File: src/rtl/fx_pkg.sv
package fx_pkg;

    localparam int FX_REG_W          = 16;
    localparam int FX_BLK_LOW_W      = 12;
    localparam int FX_SEC_IN_BLK_LG  = 8;   // 64 pages x 4 sectors
    localparam int FX_SEC_IN_PAGE_LG = 2;   // 2 KiB page
    localparam int FX_BUF_W          = 4;
    localparam int FX_CNT_W          = 3;
    localparam int FX_XCNT_W         = FX_SEC_IN_BLK_LG + 1;

    // Register indices whose roles the data mover depends on
    localparam int FX_IDX_SRC_BLK = 0;
    localparam int FX_IDX_DST_BLK = 2;
    localparam int FX_IDX_DST_PG  = 3;
    localparam int FX_IDX_SRC_PG  = 7;

    typedef enum logic [1:0] {
        OP_SRC   = 2'd0,
        OP_DST   = 2'd1,
        OP_ERASE = 2'd2,
        OP_RSVD  = 2'd3
    } fx_op_e;

    typedef struct packed {
        logic       is_data;
        logic       bank;
        logic [1:0] offset;
    } fx_bufsel_t;

    function automatic int fx_mask_pos(logic [15:0] id);
        return id[3] ? (6 + int'(id[6:4])) : -1;
    endfunction

    function automatic logic [31:0] fx_density_mask(logic [15:0] id);
        int pos;
        pos = fx_mask_pos(id);
        return (pos < 0) ? 32'd0 : (32'd1 << pos);
    endfunction

    function automatic int fx_blockfield_width(logic [15:0] id);
        int pos;
        pos = fx_mask_pos(id);
        return ((pos + 1) > FX_BLK_LOW_W) ? (pos + 1) : FX_BLK_LOW_W;
    endfunction

    function automatic logic [31:0] fx_blockfield(logic [15:0] blk, logic [31:0] mask);
        return {20'd0, blk[FX_BLK_LOW_W-1:0]} | (blk[15] ? mask : 32'd0);
    endfunction

    function automatic fx_bufsel_t fx_split_buf(logic [FX_BUF_W-1:0] ba);
        fx_bufsel_t r;
        r.is_data = ba[3];
        r.bank    = ba[2];
        r.offset  = ba[1:0];
        return r;
    endfunction

    function automatic logic [FX_CNT_W-1:0] fx_decode_count(logic [1:0] f);
        return (f == 2'd0) ? 3'd4 : {1'b0, f};
    endfunction

endpackage

File: src/rtl/fx_regfile.sv
module fx_regfile
    import fx_pkg::*;
#(
    parameter int NUM_START = 8,
    parameter int SEL_W     = 4
) (
    input  logic                               clk,
    input  logic                               rst,
    input  logic                               wr_en,
    input  logic [SEL_W-1:0]                   sel,
    input  logic [FX_REG_W-1:0]                wdata,
    output logic [FX_REG_W-1:0]                rdata,
    output logic [NUM_START-1:0][FX_REG_W-1:0] start_q,
    output logic [FX_BUF_W-1:0]                buf_q,
    output logic [FX_CNT_W-1:0]                cnt_q
);

    localparam int IDX_W  = $clog2(NUM_START);
    localparam int SB_IDX = NUM_START;

    logic                sb_hit;
    logic [FX_CNT_W-1:0] cnt_m1;

    assign sb_hit = wr_en && (sel == SEL_W'(SB_IDX));

    for (genvar g = 0; g < NUM_START; g++) begin : g_start
        always_ff @(posedge clk) begin
            if (rst) begin
                start_q[g] <= '0;
            end else if (wr_en && (sel == SEL_W'(g))) begin
                start_q[g] <= wdata;
            end
        end
    end

    always_ff @(posedge clk) begin
        if (rst) begin
            buf_q <= '0;
            cnt_q <= 3'd1;
        end else if (sb_hit) begin
            buf_q <= wdata[8 +: FX_BUF_W];
            cnt_q <= fx_decode_count(wdata[1:0]);
        end
    end

    assign cnt_m1 = cnt_q - 3'd1;

    always_comb begin
        rdata = '0;
        if (int'(sel) < NUM_START) begin
            rdata = start_q[sel[IDX_W-1:0]];
        end else if (sel == SEL_W'(SB_IDX)) begin
            rdata[8 +: FX_BUF_W] = buf_q;
            rdata[1]             = cnt_m1[1];
        end
    end

    // stored count is always a legal sector count
    a_r3_count_legal: assert property (@(posedge clk) disable iff (rst)
        (cnt_q != 3'd0) && (cnt_q <= 3'd4));

    // count only changes through a buffer-control write
    a_r3_count_stable: assert property (@(posedge clk) disable iff (rst)
        !sb_hit |=> $stable(cnt_q) && $stable(buf_q));

    // writes to unmapped indices touch nothing
    a_r12_unmapped_no_effect: assert property (@(posedge clk) disable iff (rst)
        (wr_en && (int'(sel) > SB_IDX)) |=> $stable(start_q) && $stable(buf_q));

endmodule

File: src/rtl/fx_sector_calc.sv
module fx_sector_calc
    import fx_pkg::*;
#(
    parameter logic [15:0] DEV_ID    = 16'h0048,
    parameter int          NUM_START = 8,
    parameter int          BF_W      = 12,
    parameter int          SECTOR_W  = 20
) (
    input  logic                               clk,
    input  logic                               rst,
    input  logic                               cmd_valid,
    input  fx_op_e                             cmd_op,
    input  logic [NUM_START-1:0][FX_REG_W-1:0] start_q,
    input  logic [FX_BUF_W-1:0]                buf_q,
    input  logic [FX_CNT_W-1:0]                cnt_q,
    output logic                               xfer_valid,
    output logic [SECTOR_W-1:0]                xfer_sector,
    output logic [FX_XCNT_W-1:0]               xfer_count,
    output fx_bufsel_t                         bufsel
);

    localparam logic [31:0] MASK = fx_density_mask(DEV_ID);

    logic [FX_REG_W-1:0]  blk_sel;
    logic [FX_REG_W-1:0]  pg_sel;
    logic [31:0]          bf_full;
    logic [BF_W-1:0]      bf;
    logic [SECTOR_W-1:0]  sec_next;
    logic [FX_XCNT_W-1:0] cnt_next;
    logic                 accept;
    logic                 unused_calc;

    always_comb begin
        if (cmd_op == OP_DST) begin
            blk_sel = start_q[FX_IDX_DST_BLK];
            pg_sel  = start_q[FX_IDX_DST_PG];
        end else begin
            blk_sel = start_q[FX_IDX_SRC_BLK];
            pg_sel  = start_q[FX_IDX_SRC_PG];
        end
    end

    assign bf_full = fx_blockfield(blk_sel, MASK);
    assign bf      = bf_full[BF_W-1:0];

    // Block, page-in-block and sector-in-page fields tile without carries
    always_comb begin
        if (cmd_op == OP_ERASE) begin
            sec_next = {bf, {FX_SEC_IN_BLK_LG{1'b0}}};
            cnt_next = FX_XCNT_W'(1 << FX_SEC_IN_BLK_LG);
        end else begin
            sec_next = {bf,
                        pg_sel[FX_SEC_IN_BLK_LG-1:FX_SEC_IN_PAGE_LG],
                        pg_sel[FX_SEC_IN_PAGE_LG-1:0]};
            cnt_next = FX_XCNT_W'(cnt_q);
        end
    end

    assign accept = cmd_valid && (cmd_op != OP_RSVD);

    always_ff @(posedge clk) begin
        if (rst) begin
            xfer_valid  <= 1'b0;
            xfer_sector <= '0;
            xfer_count  <= '0;
            bufsel      <= '0;
        end else begin
            xfer_valid <= accept;
            if (accept) begin
                xfer_sector <= sec_next;
                xfer_count  <= cnt_next;
                bufsel      <= fx_split_buf(buf_q);
            end
        end
    end

    assign unused_calc = ^{bf_full, pg_sel[FX_REG_W-1:FX_SEC_IN_BLK_LG],
                           blk_sel[14:FX_BLK_LOW_W], start_q};

    // every accepted command yields a result in the next cycle
    a_r10_valid_follows_cmd: assert property (@(posedge clk) disable iff (rst)
        accept |=> xfer_valid);

    // a result pulse always has an accepted command behind it
    a_r10_valid_needs_cmd: assert property (@(posedge clk) disable iff (rst)
        xfer_valid |-> $past(cmd_valid) && ($past(cmd_op) != OP_RSVD));

    // reserved code leaves the result untouched
    a_r11_rsvd_holds: assert property (@(posedge clk) disable iff (rst)
        (cmd_valid && cmd_op == OP_RSVD) |=>
            !xfer_valid && $stable(xfer_sector) && $stable(xfer_count));

    // a whole-block result starts on a block boundary
    a_r8_erase_aligned: assert property (@(posedge clk) disable iff (rst)
        (xfer_valid && xfer_count == FX_XCNT_W'(256)) |-> (xfer_sector[7:0] == 8'd0));

endmodule

File: src/rtl/flash_sector_xlat.sv
module flash_sector_xlat
    import fx_pkg::*;
#(
    parameter  logic [15:0] DEV_ID    = 16'h0048,
    parameter  int          NUM_START = 8,
    localparam int          SEL_W     = $clog2(NUM_START + 1),
    localparam int          BF_W      = fx_blockfield_width(DEV_ID),
    localparam int          SECTOR_W  = BF_W + FX_SEC_IN_BLK_LG
) (
    input  logic                 clk,
    input  logic                 rst,
    input  logic                 reg_wr,
    input  logic [SEL_W-1:0]     reg_sel,
    input  logic [FX_REG_W-1:0]  reg_wdata,
    output logic [FX_REG_W-1:0]  reg_rdata,
    input  logic                 cmd_valid,
    input  logic [1:0]           cmd_op,
    output logic                 xfer_valid,
    output logic [SECTOR_W-1:0]  xfer_sector,
    output logic [FX_XCNT_W-1:0] xfer_count,
    output logic                 buf_is_data,
    output logic                 buf_bank,
    output logic [1:0]           buf_offset
);

    logic [NUM_START-1:0][FX_REG_W-1:0] start_q;
    logic [FX_BUF_W-1:0]                buf_q;
    logic [FX_CNT_W-1:0]                cnt_q;
    fx_bufsel_t                         bufsel;

    fx_regfile #(
        .NUM_START (NUM_START),
        .SEL_W     (SEL_W)
    ) u_regs (
        .clk     (clk),
        .rst     (rst),
        .wr_en   (reg_wr),
        .sel     (reg_sel),
        .wdata   (reg_wdata),
        .rdata   (reg_rdata),
        .start_q (start_q),
        .buf_q   (buf_q),
        .cnt_q   (cnt_q)
    );

    fx_sector_calc #(
        .DEV_ID    (DEV_ID),
        .NUM_START (NUM_START),
        .BF_W      (BF_W),
        .SECTOR_W  (SECTOR_W)
    ) u_calc (
        .clk         (clk),
        .rst         (rst),
        .cmd_valid   (cmd_valid),
        .cmd_op      (fx_op_e'(cmd_op)),
        .start_q     (start_q),
        .buf_q       (buf_q),
        .cnt_q       (cnt_q),
        .xfer_valid  (xfer_valid),
        .xfer_sector (xfer_sector),
        .xfer_count  (xfer_count),
        .bufsel      (bufsel)
    );

    assign buf_is_data = bufsel.is_data;
    assign buf_bank    = bufsel.bank;
    assign buf_offset  = bufsel.offset;

endmodule

File: config.mk
export PLATFORM = sky130hd
export DESIGN_NAME = flash_sector_xlat
export DESIGN_NICKNAME = d
export VERILOG_FILES = /design/src/rtl/fx_pkg.sv /design/src/rtl/fx_regfile.sv /design/src/rtl/fx_sector_calc.sv /design/src/rtl/flash_sector_xlat.sv
export SDC_FILE = /design/constraint.sdc
export NUM_CORES = 1
export LEC_CHECK = 0
export ABC_AREA = 1
export CORE_MARGIN = 2
export CORE_UTILIZATION = 30
export DETAILED_ROUTE_END_ITERATION = 10
export DONT_BUFFER_PORTS = 1
export HOLD_SLACK_MARGIN = 0.05
export PLACE_DENSITY = 0.55
export SYNTH_ARGS = -nofsm -noshare
export SYNTH_HDL_FRONTEND = slang
export SYNTH_SLANG_ARGS = --single-unit
export TNS_END_PERCENT = 1
File: constraint.sdc
create_clock -name clk -period 2.1 [get_ports clk]
set_clock_uncertainty 0.15 [all_clocks]
set_input_delay 0.525 -clock clk [delete_from_list [all_inputs] [get_ports clk]]
set_output_delay 0.525 -clock clk [all_outputs]
set_load 0.02 [all_outputs]
==> results of run 1 <==
==> worst reg2reg max path: stages (launching register included) <==
cell     delay, ns
dfxtp_1       0.33
nor2_1        0.12
nand2_1       0.06
a21oi_1       0.31
nor2_1        0.07
==> registers in the layout (all words and copies together) (netlist names) <==
signal and cells:
u_calc.xfer_sector 20, u_regs.start_q 128, u_calc.xfer_valid 1, u_calc.bufsel 4, u_calc.xfer_count 4, u_regs.buf_q 4
u_regs.cnt_q 3
==> where the power goes <==
group / leakage (µW) / internal (µW) / switching [µW] / total, µW
logic: 0.00185 / 154 / 314 / 468
clock network: 0.000285 / 1690 / 1470 / 3160
registers: 0.00133 / 3190 / 84.8 / 3270
==> cell type report <==
| cell class | instances | area (µm²) |
|---|---|---|
| Antenna cell | 1 | 2.50 |
| Sequential cell | 164 | 3290 |
| Fill cell | 2660 | 15900 |
| Timing Repair Buffer | 25 | 246 |
| Clock inverter | 15 | 168 |
| Inverter | 41 | 158 |
| Multi-Input combinational cell | 865 | 3780 |
| Clock buffer | 17 | 425 |
| Tap cell | 324 | 405 |
==> worst max-delay path by stage <==
stage,startpoint,slack [ns],to,cells after the start
4_1_cts,u_regs.start_q[6],-0.01,reg_rdata[6],6
3_5_place_dp,reg_sel[0],0.09,reg_rdata[5],8
5_1_grt,u_regs.start_q[37],-0.02,reg_rdata[5],6
6_report,u_regs.start_q[37],0.05,reg_rdata[5],6
2_1_floorplan,reg_sel[0],-0.02,reg_rdata[15],8
3_3_place_gp,reg_sel[0],0.08,reg_rdata[5],8
==> stage by stage <==
stage                     std cells  area [µm²]  util [%]  setup TNS [ns]  setup slack, ns
after floorplan                1143        7540         -          -0.165          -0.0224
after global placement         1417        7790      31.9               0           0.0777
after detailed placement       1417        7790      31.9               0           0.0882
after CTS                      1451        8410      34.5         -0.0434          -0.0143
after global routing           1451        8480      34.8         -0.0311          -0.0196
final                          1452        8480      34.8               0           0.0533
==> per-layer routing <==
metal	vias up	share of wire, %	track usage, %
met3	17	6.6	5.26
met5	-	0	0
met4	0	1.2	5.07
met2	186	43	28.7
li1	3516	-	-
met1	3181	49	26.1
==> placed cells by master (no fill, tap or decap) <==
cell | Yosys | final
xnor2_1 | 1 | 1
clkinv_8 | 0 | 1
inv_2 | 8 | 8
o21ai_1 | 10 | 17
buf_12 | 0 | 4
nand3_4 | 5 | 5
buf_4 | 10 | 18
nand2_2 | 2 | 13
buf_6 | 5 | 1
a21oi_1 | 43 | 43
nand4_1 | 4 | 4
clkinvlp_4 | 0 | 2
nor2_1 | 281 | 281
inv_6 | 0 | 4
clkinv_4 | 0 | 3
nor2_8 | 1 | 1
inv_1 | 31 | 30
nand2_1 | 346 | 328
diode_2 | 0 | 1
clkinv_2 | 2 | 3
clkbuf_16 | 0 | 17
bufinv_16 | 0 | 1
o21ai_2 | 0 | 3
o21ai_0 | 142 | 132
nand3_2 | 2 | 7
dlygate4sd3_1 | 0 | 2
dfxtp_1 | 164 | 159
inv_8 | 0 | 4
nand3_1 | 18 | 13
nor2_4 | 4 | 4
nand2_4 | 1 | 8
dfxtp_2 | 0 | 5
conb_1 | 1 | 5
==> repair_timing <==
action	in CTS	in global routing
hold endpoints to repair	18	0
pin swaps	4	6
buffers inserted	0	0
resized for setup	8	25
setup endpoints to repair	7	8
hold buffers	2	0
==> logic make-up after synthesis <==
family / share of synthesized area (%)
AOI/OAI and AO/OA: 13.1
xor gates and xnor gates: 0.117
buffers and inverters: 7.09
DFF: 44.0
other: 0.0502
and+or+nand+nor: 35.7
==> results.toml, run 1 <==
[global_route]
grt_max_degree = 75
grtUsageTotal_pct = 18.8
grt_overflow = 0
antenna_found_initial = 0
grt_pass1_wl_um = 37600
first_global_vias = 6285

[clocking]
cts_max_level = 4
cts.sinks = 164
numCtsBuffers = 17
cts_tree = "done"
clkTransAtPathRegs_ns = 0.07
root_buffer = "clkbuf_16"
clock_latency_ns = 0.43
cts_buffer_depth = 2

[synthesis]
synthesis.area_per_instance_um2 = 6.55
synthArstFlopShare_pct = 0
yosysTopAreaCell = "dfxtp_1"
synth_cell_types = 25
ys.flop_type = "dfxtp_1"
synth-seq-cells = 164
yosys-top-cells-count = "nand2_1, nor2_1, dfxtp_1"
syn_inst = 1139
mappedNetlistArea_mm2 = 0.00747
yosysWarningCount = 0
synth_edf_count = 0
synth_top_area_share_pct = 44.0
synth-seq-area-share_pct = 44.0
synthTopCellsByArea = "dfxtp_1, nand2_1, nor2_1, o21ai_0, a21oi_1"
yosysMostFrequentCell = "nand2_1"

[power]
power_uw = 6900
vdd_drop_max_mv = 0.450
p_per_area_mw_per_mm2 = 814
total_leakage_power_uw = 0.00347

[hold_path]
whs_path_depth = 2
hold_end = "u_regs.start_q[3]"
hold_path_class = "input pin to register"
hold_path_startpoint = "reg_wdata[3]"

[floorplan]
initial_utilization_pct = 30.6
die_area_mm2 = 0.0262
ios = 76
std_cell_rows = 57
die_x_um = 162
fp.dieH_um = 162
core_mm2 = 0.0244

[drt]
drtAntennaViolNets = 0
drt-total-wl_um = 24100
drt_first_pass_iters = 5
post_drt_via_cell_ratio = 4.75
drtIter0Drc = 557
drc = 0
vias = 6900
wl_per_cell_um = 16.6

[setup_path]
crit_arrival_ns = 1.37
r2r-end = "u_calc.xfer_sector[18]"
startpoint_type = "register"
cp_cell_sequence = "inv_1, o21ai_0, nand2_1, nand2_1, nand2_2, nand2_4"
critPathCaptureType = "output pin"
required_ns = 1.42
r2r_slack_ns = 0.94
cp.buffers_inverters = 1
crit_type = "register to output pin"
crit_top_cell = "nand2_1"
slowest_stage = "dfxtp_1"
cpPeakStageDelay_ns = 0.37
worst_r2r_path_depth = 4
critPathTopFamily = "simple AND/OR/NAND/NOR gates"
r2r_start = "u_regs.start_q[47]"
path_max_fanout = 3

[placement]
place_hpwl_um = 16300
routabilityCongestion = 0.870
io_buffers = 0

[timing]
min_period_ns = 2.05
holdWs_ns = 0.0784
worst_pin_slew_ns = 0.678
timing.fmax_mhz = 489
finalHoldViolations = 0
fin_crit_sh_pct = 97.5
slew_viol_final = 0
slew_headroom_pct = 54.7
rsz0062_at_grt = "yes"
setup_viol_count_final = 0

[flow_run]
cap_violations = 0

[cells_and_area]
layout-drive-gt1-share_pct = 9.94
nNetsFinal = 1140
areaGrowthSynthToFinish_pct = 13.6

[status]
status = "complete, no violations"
Note: power is estimated with default switching activity, not from simulation.
==> run 2, diff against run 1 <==
--- a/config.mk
+++ b/config.mk
@@ -11,7 +11,7 @@
 export DETAILED_ROUTE_END_ITERATION = 10
 export DONT_BUFFER_PORTS = 1
 export HOLD_SLACK_MARGIN = 0.05
-export PLACE_DENSITY = 0.55
+export SKIP_LAST_GASP = 1
 export SYNTH_ARGS = -nofsm -noshare
 export SYNTH_HDL_FRONTEND = slang
 export SYNTH_SLANG_ARGS = --single-unit
==> results.toml, run 2 (same netlist as run 1, synthesis figures left out) <==
[global_route]
grt_max_degree = 73
grt_pass1_wl_um = 37100
grt_overflow = 0
grtUsageTotal_pct = 18.3
first_global_vias = 6370
antenna_found_initial = 0

[hold_path]
hold_path_class = "input pin to register"
whs_path_depth = 2
hold_path_startpoint = "reg_wdata[0]"
hold_end = "u_regs.cnt_q[0]"

[power]
vdd_drop_max_mv = 0.408
p_per_area_mw_per_mm2 = 841
power_uw = 7160
total_leakage_power_uw = 0.00349

[cells_and_area]
finalInstanceArea_mm2 = 0.00851
largest_register_ffs = 128
layout-drive-gt1-share_pct = 9.52
final_cell_mix = "nand2_1, nor2_1, dfxtp_1"
utilization_pct = 34.9
nNetsFinal = 1137
reg.largest.list = "u_regs.start_q (128), u_calc.xfer_sector (20)"
multiInputGateArea_mm2 = 0.00377
final_common_cell = "nand2_1"
regMostFlops = "u_regs.start_q"
insertedDiodeCount = 0
nFillCells = 2691
seq_area_mm2 = 0.00329
areaGrowthSynthToFinish_pct = 14.0

[setup_path]
r2r_slack_ns = 0.99
worst_r2r_path_depth = 4
required_ns = 1.42
crit_type = "register to output pin"
critPathCaptureType = "output pin"
crit_arrival_ns = 1.38
path_max_fanout = 2
r2r-end = "u_calc.xfer_sector[18]"
r2r_start = "u_regs.start_q[47]"
startpoint_type = "register"

[floorplan]
ios = 76
initial_utilization_pct = 30.6
std_cell_rows = 57
die_area_mm2 = 0.0262
fp.dieH_um = 162
core_mm2 = 0.0244
die_x_um = 162

[drt]
drc = 0
wl_per_cell_um = 16.4
drtAntennaViolNets = 0
drt-total-wl_um = 23700
drt_first_pass_iters = 7
drtIter0Drc = 599
vias = 6898
post_drt_via_cell_ratio = 4.76

[placement]
routabilityCongestion = 0.869
placed_area_mm2 = 0.00781
place_hpwl_um = 15900
io_buffers = 0

[clocking]
numCtsBuffers = 17
cts_buffer_depth = 2
cts.sinks = 164
cts_max_level = 4
post-cts-setup-buffers = 0
clock_latency_ns = 0.43
clkTransAtPathRegs_ns = 0.07
root_buffer = "clkbuf_16"
cts_tree = "done"

[timing]
slew_viol_final = 0
fin_crit_sh_pct = 97.9
tns_ns = 0
timing.fmax_mhz = 486
worst_pin_slew_ns = 0.697
finalHoldViolations = 0
holdWs_ns = 0.0643
rsz0062_at_grt = "yes"
setup_viol_count_final = 0
slew_headroom_pct = 53.4
min_period_ns = 2.06

[status]
status = "complete, no violations"

[flow_run]
cap_violations = 0
-- run 2: worst max-delay path, stage by stage (launching register included) --
cell and delay (ns):
dfxtp_1 0.35, inv_1 0.06, o21ai_0 0.14, nand2_1 0.07, nand2_1 0.11, nand2_2 0.09
nand2_2 0.14
-- run 2: cell type report --
class	instances	share of cell area, %
Clock buffer	18	5.16
Clock inverter	14	2.32
Inverter	41	1.85
Multi-Input combinational cell	865	44.3
Sequential cell	164	38.6
Tap cell	324	4.76
Timing Repair Buffer	22	3.00
-- run 2: stage by stage --
step	setup slack, ns	instances
final	0.0442	1448
after global routing	-0.0443	1448
after CTS	-0.0343	1448
after detailed placement	0.0940	1415
after global placement	0.0968	1415
after floorplan	-0.0224	1143
-- run 2: per-layer routing --
| metal | vias up | GRT usage, % | routed length [µm] |
|---|---|---|---|
| li1 | 3508 | - | - |
| met1 | 3156 | 25.7 | 11200 |
| met2 | 211 | 28.0 | 10400 |
| met3 | 23 | 4.29 | 1720 |
| met4 | 0 | 5.07 | 359 |
| met5 | - | 0 | 0 |
-- run 2: worst max path at each step --
| stage | endpoint | startpoint | depth (start not counted) |
|---|---|---|---|
| 2_1_floorplan | reg_rdata[15] | reg_sel[0] | 8 |
| 5_1_grt | reg_rdata[4] | u_regs.start_q[36] | 6 |
| 6_report | reg_rdata[3] | u_regs.start_q[3] | 6 |
| 4_1_cts | reg_rdata[5] | u_regs.start_q[5] | 6 |
| 3_3_place_gp | reg_rdata[4] | reg_sel[1] | 6 |
| 3_5_place_dp | reg_rdata[0] | reg_sel[1] | 6 |
-- run 2: what timing repair did --
item,4_1_cts,5_1_grt
endpoints found under the hold margin,17,0
hold buffers,1,0
gates cloned,0,0
endpoints found under the setup margin,4,9
gates resized for setup,3,21
pin swaps,2,4
-- run 2: power by group --
part / leakage [µW] / total (µW) / switching, µW / internal, µW
combinational: 0.00184 / 468 / 313 / 156
sequential: 0.00133 / 3280 / 86.4 / 3190
clock: 0.000313 / 3420 / 1370 / 2040
total: 0.00349 / 7160 / 1770 / 5390
==> run 3, diff against run 2 <==
==> constraint.sdc (replaced) <==
create_clock -name clk -period 2.3 [get_ports clk]
set_clock_uncertainty 0.15 [all_clocks]
set_input_delay 0.575 -clock clk [delete_from_list [all_inputs] [get_ports clk]]
set_output_delay 0.575 -clock clk [all_outputs]
set_load 0.02 [all_outputs]
==> results.toml, run 3 (same netlist as run 1, synthesis figures left out) <==
[drt]
wl_per_cell_um = 16.1
drtIter0Drc = 571
vias = 6952
drc = 0
drtAntennaViolNets = 0
post_drt_via_cell_ratio = 4.80
drt-total-wl_um = 23300
drt_first_pass_iters = 7

[power]
vdd_drop_max_mv = 0.394
total_leakage_power_uw = 0.00340
p_per_area_mw_per_mm2 = 758
power_uw = 6330

[timing]
min_period_ns = 2.25
worst_pin_slew_ns = 0.687
finalHoldViolations = 0
slew_viol_final = 0
fin_crit_sh_pct = 97.9
tns_ns = 0
slew_headroom_pct = 54.0
timing.fmax_mhz = 444
holdWs_ns = 0.120
setup_viol_count_final = 0
rsz0062_at_grt = "yes"

[placement]
place_hpwl_um = 15600
routabilityCongestion = 0.882
io_buffers = 0

[floorplan]
initial_utilization_pct = 30.6
core_mm2 = 0.0244
ios = 76
std_cell_rows = 57
die_area_mm2 = 0.0262
fp.dieH_um = 162
die_x_um = 162

[setup_path]
critPathTopFamily = "simple AND/OR/NAND/NOR gates"
path_max_fanout = 2
cp.buffers_inverters = 1
r2r_slack_ns = 1.10
slowest_stage = "dfxtp_1"
required_ns = 1.57
crit_arrival_ns = 1.53
crit_top_cell = "nand2_1"
startpoint_type = "register"
cp_cell_sequence = "inv_1, o21ai_0, nand2_1, nand2_1, nand2_1, nand2_1"
cpPeakStageDelay_ns = 0.33
r2r_start = "u_regs.start_q[47]"
crit_type = "register to output pin"
critPathCaptureType = "output pin"
r2r-end = "u_calc.xfer_sector[18]"
worst_r2r_path_depth = 4

[clocking]
clkTransAtPathRegs_ns = 0.07
root_buffer = "clkbuf_16"
numCtsBuffers = 17
cts_max_level = 4
post-cts-setup-buffers = 0
cts_buffer_depth = 2
clock_latency_ns = 0.44
cts_tree = "done"
cts.sinks = 164

[cells_and_area]
utilization_pct = 34.2
nNetsFinal = 1136
largest_register_ffs = 128
final_cell_mix = "nand2_1, nor2_1, dfxtp_1"
final_common_cell = "nand2_1"
insertedDiodeCount = 0
regMostFlops = "u_regs.start_q"
layout-drive-gt1-share_pct = 7.21
areaGrowthSynthToFinish_pct = 11.9
reg.largest.list = "u_regs.start_q (128), u_calc.xfer_sector (20)"

[global_route]
first_global_vias = 6333
grt_max_degree = 73
use_met3_pct = 6.08
top_usage_layer = "met2"
grt_use_met2_pct = 27.5
grt_pass1_wl_um = 36200
antenna_found_initial = 0
grtUsageTotal_pct = 18.0
grt_overflow = 0
met1_usage_pct = 24.3

[hold_path]
hold_path_class = "input pin to register"
hold_path_startpoint = "reg_wdata[2]"
hold_end = "u_regs.start_q[2]"
whs_path_depth = 2

[status]
status = "complete, no violations"

[flow_run]
cap_violations = 0
[run 3: metrics by stage]
stage	setup slack (ns)	std cells	instance area, µm²
CTS	0.0555	1447	8350
global placement	0.163	1414	7740
floorplan	0.00908	1143	7480
finish	0.0486	1447	8350
detailed placement	0.146	1414	7740
global route	-0.0483	1447	8350
[run 3: metal layers]
layer / wire, µm / part of all wire (%)
met3: 1980 / 8.5
met4: 286 / 1.2
met2: 10100 / 43
met5: 0 / 0
met1: 10900 / 47
[run 3: area by class of cell]
| cell class | count | area (µm²) |
|---|---|---|
| well taps | 324 | 405 |
| clock buffers | 17 | 425 |
| fillers | 2691 | 16000 |
| clock inverters | 15 | 170 |
| inverters | 41 | 158 |
| repair buffers | 21 | 235 |
| flip-flops and latches | 164 | 3280 |
| multi-input cells | 865 | 3680 |
[run 3: how the worst max path moves through the flow]
stage | cells past startpoint | startpoint | slack [ns] | endpoint
after floorplan | 9 | reg_sel[0] | 0.009 | reg_rdata[12]
after global placement | 8 | reg_sel[0] | 0.16 | reg_rdata[2]
after detailed placement | 8 | reg_sel[0] | 0.15 | reg_rdata[2]
after CTS | 6 | u_regs.start_q[6] | 0.06 | reg_rdata[6]
after global routing | 6 | u_regs.start_q[34] | -0.05 | reg_rdata[2]
final | 6 | u_regs.start_q[5] | 0.05 | reg_rdata[5]
[run 3: timing repair]
action,CTS,global route
hold endpoints to repair,17,0
gates resized for setup,0,3
setup endpoints to repair,0,6
hold buffers,1,0
[run 3: worst reg2reg max path, cell delays in order (launching register included)]
cell     delay, ns
dfxtp_1       0.34
nor2_1        0.15
nand2_1       0.07
a21oi_1       0.30
nor2_1        0.07
[run 3: where the power goes]
group,switching [µW],internal (µW)
clock network,1300,1630
registers,75.0,2910
logic,281,138
total,1650,4680
